**src/rtl/strobe_pd_pkg.sv**
```systemverilog
package strobe_pd_pkg;
    typedef enum logic [1:0] {
        ST_OFF     = 2'd0,
        ST_ACQUIRE = 2'd1,
        ST_RUN     = 2'd2
    } pwr_state_t;
endpackage

```
**src/rtl/sync_stages.sv**
```systemverilog
module sync_stages #(
    parameter int WIDTH  = 2,
    parameter int STAGES = 2
) (
    input  logic             clk,
    input  logic             rst_n,
    input  logic [WIDTH-1:0] d_async,
    output logic [WIDTH-1:0] q_sync
);
    logic [WIDTH-1:0] chain [STAGES];

    generate
        for (genvar i = 0; i < STAGES; i++) begin : g_stage
            if (i == 0) begin : g_first
                always_ff @(posedge clk or negedge rst_n) begin
                    if (!rst_n) chain[0] <= '0;
                    else        chain[0] <= d_async;
                end
            end else begin : g_next
                always_ff @(posedge clk or negedge rst_n) begin
                    if (!rst_n) chain[i] <= '0;
                    else        chain[i] <= chain[i-1];
                end
            end
        end
    endgenerate

    assign q_sync = chain[STAGES-1];
endmodule

```
**src/rtl/strobe_watch.sv**
```systemverilog
module strobe_watch #(
    parameter int TIMEOUT_CYCLES = 31250
) (
    input  logic clk,
    input  logic rst_n,
    input  logic strobe_s,
    output logic strobe_ok
);
    localparam int CW = $clog2(TIMEOUT_CYCLES + 1);
    localparam logic [CW-1:0] LIMIT = CW'(TIMEOUT_CYCLES);

    logic          strobe_prev;
    logic          rise;
    logic [CW-1:0] gap_cnt;

    assign rise      = strobe_s & ~strobe_prev;
    assign strobe_ok = (gap_cnt != LIMIT);

    always_ff @(posedge clk or negedge rst_n) begin
        if (!rst_n) begin
            strobe_prev <= 1'b0;
            gap_cnt     <= LIMIT;
        end else begin
            strobe_prev <= strobe_s;
            if (rise)                 gap_cnt <= '0;
            else if (gap_cnt != LIMIT) gap_cnt <= gap_cnt + 1'b1;
        end
    end

    AST_RISE_CLEARS: assert property (@(posedge clk) disable iff (!rst_n)
        rise |=> (gap_cnt == '0));
    AST_ABSENT_HOLDS: assert property (@(posedge clk) disable iff (!rst_n)
        (!strobe_ok && !rise) |=> !strobe_ok);
endmodule

```
**src/rtl/pwr_fsm.sv**
```systemverilog
module pwr_fsm
    import strobe_pd_pkg::*;
(
    input  logic clk,
    input  logic rst_n,
    input  logic strobe_ok,
    input  logic lock_s,
    output logic power_down,
    output logic az_wide,
    output logic por_enable
);
    pwr_state_t state, state_nx;

    always_comb begin
        state_nx = state;
        if (!strobe_ok) begin
            state_nx = ST_OFF;
        end else begin
            unique case (state)
                ST_OFF:     state_nx = ST_ACQUIRE;
                ST_ACQUIRE: state_nx = lock_s ? ST_RUN : ST_ACQUIRE;
                ST_RUN:     state_nx = lock_s ? ST_RUN : ST_ACQUIRE;
                default:    state_nx = ST_OFF;
            endcase
        end
    end

    always_ff @(posedge clk or negedge rst_n) begin
        if (!rst_n) state <= ST_OFF;
        else        state <= state_nx;
    end

    always_comb begin
        power_down = 1'b0;
        az_wide    = 1'b0;
        por_enable = 1'b0;
        unique case (state)
            ST_OFF:     power_down = 1'b1;
            ST_ACQUIRE: az_wide    = 1'b1;
            ST_RUN:     por_enable = 1'b1;
            default:    power_down = 1'b1;
        endcase
    end

    AST_LOSS_TO_OFF: assert property (@(posedge clk) disable iff (!rst_n)
        !strobe_ok |=> power_down);
    AST_LOCK_DROP: assert property (@(posedge clk) disable iff (!rst_n)
        (por_enable && strobe_ok && !lock_s) |=> az_wide);
    AST_WAKE_WIDE: assert property (@(posedge clk) disable iff (!rst_n)
        $fell(power_down) |-> az_wide);
    AST_ENABLE_AFTER_WIDE: assert property (@(posedge clk) disable iff (!rst_n)
        $rose(por_enable) |-> $past(az_wide));
endmodule

```
**src/rtl/strobe_pwr_ctrl.sv**
```systemverilog
module strobe_pwr_ctrl #(
    parameter int TIMEOUT_CYCLES = 31250,
    parameter int SYNC_STAGES    = 2
) (
    input  logic clk,
    input  logic rst_n,
    input  logic strobe,
    input  logic pll_lock,
    output logic power_down,
    output logic az_wide,
    output logic por_enable
);
    localparam int NSYNC = 2;

    logic [NSYNC-1:0] raw_in;
    logic [NSYNC-1:0] synced;
    logic             strobe_ok;

    assign raw_in = {pll_lock, strobe};

    sync_stages #(.WIDTH(NSYNC), .STAGES(SYNC_STAGES)) u_sync (
        .clk     (clk),
        .rst_n   (rst_n),
        .d_async (raw_in),
        .q_sync  (synced)
    );

    strobe_watch #(.TIMEOUT_CYCLES(TIMEOUT_CYCLES)) u_watch (
        .clk       (clk),
        .rst_n     (rst_n),
        .strobe_s  (synced[0]),
        .strobe_ok (strobe_ok)
    );

    pwr_fsm u_fsm (
        .clk        (clk),
        .rst_n      (rst_n),
        .strobe_ok  (strobe_ok),
        .lock_s     (synced[1]),
        .power_down (power_down),
        .az_wide    (az_wide),
        .por_enable (por_enable)
    );
endmodule

```
**config.mk**
```make
export PLATFORM = sky130hd
export DESIGN_NAME = strobe_pwr_ctrl
export DESIGN_NICKNAME = d
export VERILOG_FILES = /design/src/rtl/strobe_pd_pkg.sv /design/src/rtl/sync_stages.sv /design/src/rtl/strobe_watch.sv /design/src/rtl/pwr_fsm.sv /design/src/rtl/strobe_pwr_ctrl.sv
export SDC_FILE = /design/constraint.sdc
export NUM_CORES = 1
export LEC_CHECK = 0
export CORE_AREA = 2 2 48 50
export DETAILED_ROUTE_END_ITERATION = 10
export DIE_AREA = 0 0 50 52
export GPL_TIMING_DRIVEN = 0
export PLACE_DENSITY = 0.75
export SETUP_SLACK_MARGIN = 0.15
export SLEW_MARGIN = 20
export SYNTH_ARGS = -nofsm -noshare
export SYNTH_HDL_FRONTEND = slang
export SYNTH_SLANG_ARGS = --single-unit
export TNS_END_PERCENT = 1
```
**constraint.sdc**
```tcl
create_clock -name clk -period 1.6 [get_ports clk]
set_input_delay 0.32 -clock clk [delete_from_list [all_inputs] [get_ports clk]]
set_output_delay 0.32 -clock clk [all_outputs]
set_load 0.01 [all_outputs]
```
==> results.py <==
metrics = {
    "clocking": {
        "cts_sinks": 22,
        "h-tree-depth": 1,
        "cts.path.max_buffers": 2,
        "ctsRootBufferMaster": "clkbuf_4",
        "clock_latency_ns": 0.31,
        "cts_tree": "yes",
        "cts_buffers": 3,
        "clkTransAtPathRegs_ns": 0.13,
    },
    "pwr": {
        "power.total_mw": 1.547,
        "combPwrFrac_pct": 26.2,
        "pwr-share-clk_pct": 27.6,
        "p_seq_share_pct": 46.3,
        "p_int_mw": 1.096,
        "p_leak_nw": 0.5669,
        "p_sw_share_pct": 29.15,
        "power.density_nw_per_um2": 1154,
        "peakVddDrop_mv": 0.7289,
        "p_sw_uw": 450.8,
    },
    "setup_path": {
        "path_max_fanout": 5,
        "crit_path_end_kind": "register",
        "start_kind": "register",
        "required_ns": 1.83,
        "arrival_ns": 1.84,
        "critPathKind": "reg2reg",
    },
    "cells_and_area": {
        "stdcell_count": 147,
        "num_antenna_cells": 0,
        "drive_gt1_share_pct": 31.93,
        "design_area_um2": 1340,
        "syn_to_final_growth_pct": 19.53,
        "fin_util_pct": 63.64,
        "layout.nets": 130,
    },
    "timing": {
        "slew_headroom_pct": 68.59,
        "hold_viol": 0,
        "setup_ws_ns": -0.006683,
        "whs_ns": 0.3702,
        "fin_crit_ns": 1.607,
        "clock.fmax_mhz": 622.4,
        "worst_pin_slew_ns": 0.4711,
        "setup_viol_count_final": 2,
        "fin_crit_sh_pct": 100.4,
        "tns_ns": -0.01193,
        "rsz0062_at_grt": "yes",
        "finClkSkew_ns": 0.008408,
        "drv_slew": 0,
    },
    "routing": {
        "wl_um": 2066,
        "first_pass_iters": 4,
        "avgViaCountPerCell": 5.286,
        "drtIter0Drc": 6,
        "route.detailed.drc": 0,
        "ant_nets": 0,
        "wl_per_cell_um": 14.05,
        "vias": 777,
    },
    "synthesis": {
        "synth_nets": 111,
        "post-synth-top-count-cell": "dfrtp_1",
        "netlist_top_cells_count": "dfrtp_1 (15), nor2_1 (11), inv_1 (8), xnor2_1 (8), dfstp_2 (7)",
        "netlist.area_leader.share_pct": 33.48,
        "synth_edf_count": 0,
        "yosysWarningCount": 0,
        "synthCells": 101,
        "async_reset_ff_share_pct": 100.0,
        "ys_ff_latch": 22,
        "synthTopCellsByArea": "dfrtp_1 (33%), dfstp_2 (16%), ha_1 (6.7%), xnor2_1 (6.3%), nor2_1 (3.7%)",
        "avgSynthCellArea_um2": 11.10,
        "yosysTopAreaCell": "dfrtp_1",
        "seq_area_frac_synth_pct": 49.89,
        "synth.cell_area_um2": 1121,
        "synth_ff_type": "dfrtp_1",
        "yosysUniqueCellTypes": 29,
    },
    "placement": {
        "dpl_worst_slack_ns": -0.08190,
        "gp_congestion": 0.7740,
        "placed_cell_area_um2": 1216,
        "hpwl_um": 1290,
        "io_buffers": 6,
        "placed_cells": 135,
    },
    "floorplan": {
        "rows": 17,
        "dieArea_um2": 2600,
        "coreArea_um2": 2106,
        "initial_utilization_pct": 53.24,
        "die_h_um": 52,
        "die_w_um": 50,
        "ios": 7,
    },
    "status": {
        "run_status": "finished, violations left",
        "violations": "setup timing",
    },
    "worst_hold_path": {
        "hp-class": "reg2reg",
    },
    "global_routing": {
        "grt_overflow": 0,
        "grt_max_degree": 23,
        "grt_pass1_wl_um": 3491,
        "antenna_found_initial": 0,
        "grtUsageTotal_pct": 18.26,
        "grt_pass1_vias": 765,
    },
    "flow_run": {
        "maxCapViolCount": 0,
    },
}
==> cell usage in the layout, fill, tap and decap left out, types with 4 or more instances in the layout <==
cell type / synthesis / final
a21oi_1: 4 / 4
buf_2: 0 / 4
buf_4: 0 / 7
dfrtp_1: 15 / 14
dfstp_2: 7 / 7
ha_1: 6 / 4
inv_1: 8 / 7
nand3_1: 6 / 6
nor2_1: 11 / 11
nor3_1: 5 / 5
xnor2_1: 8 / 8
==> logic make-up (layout without fill, tap and decap cells) <==
logic type / count (synthesis) / count (layout) / share of synthesized area [%]
compound gates: 7 / 7 / 3.349
buf+inv: 11 / 29 / 5.022
xor+xnor: 10 / 10 / 7.813
flops: 22 / 22 / 49.89
fa+ha+maj: 6 / 6 / 6.696
mux: 1 / 1 / 1.339
simple gates: 44 / 44 / 25.89
==> metal layers <==
metal	part of all wire, %	GRT usage, %	routed length, um
met1	43	21.79	887
met2	52	33.11	1073
met3	3.0	3.448	62
met4	2.1	5.556	43
met5	0	0	0
==> power groups by stage <==
| stage | registers [mW] | clock network [mW] | logic (mW) |
|---|---|---|---|
| after floorplan | 0.706 | 0 | 0.207 |
| after CTS | 0.712 | 0.429 | 0.378 |
| after global routing | 0.727 | 0.460 | 0.469 |
| after detailed placement | 0.727 | 0 | 0.348 |
| final | 0.715 | 0.426 | 0.405 |
| after global placement | 0.721 | 0 | 0.332 |
==> flip-flops by register name (all words and copies together) (netlist names) <==
name                 cells
u_watch.strobe_prev      1
u_fsm.state              2
u_watch.gap_cnt         15
u_sync.chain             2
u_sync.q_sync            2
==> final cells by class <==
class                           count  area (um^2)
Buffer                              3        26.28
Multi-Input combinational cell     68        533.0
Inverter                            8        30.03
Fill cell                         148        765.7
Clock buffer                        3        22.52
Tap cell                           28        35.03
Clock inverter                      1        30.03
Sequential cell                    22        560.5
Timing Repair Buffer               14        102.6
==> path summary, 6_finish.rpt <==
kind	cells past startpoint	start	to	slack (ns)
min in group asynchronous	2	rst_n	u_watch.gap_cnt[3]	0.48
max in group asynchronous	2	rst_n	u_watch.gap_cnt[11]	0.76
hold reg to reg	0	u_sync.chain[2]	u_sync.q_sync[0]	0.37
setup reg to reg	5	u_watch.gap_cnt[1]	u_watch.gap_cnt[1]	-0.007
setup / recovery	5	u_watch.gap_cnt[1]	u_watch.gap_cnt[1]	-0.007
hold / removal	0	u_sync.chain[2]	u_sync.q_sync[0]	0.37
==> worst max-delay path, cell delays in order (launching register included) <==
cell,delay [ns]
dfstp_2,0.61
ha_1,0.15
and3b_1,0.16
nand4_1,0.14
or3b_1,0.40
o31ai_1,0.07
==> timing repair <==
action	4_1_cts	5_1_grt
resized for setup	11	7
pin swaps	2	3
hold buffers	0	1
endpoints found under the setup margin	10	16
hold endpoints to repair	0	15
buffers inserted	6	1
No activity file was read; power rests on OpenSTA's default activity.
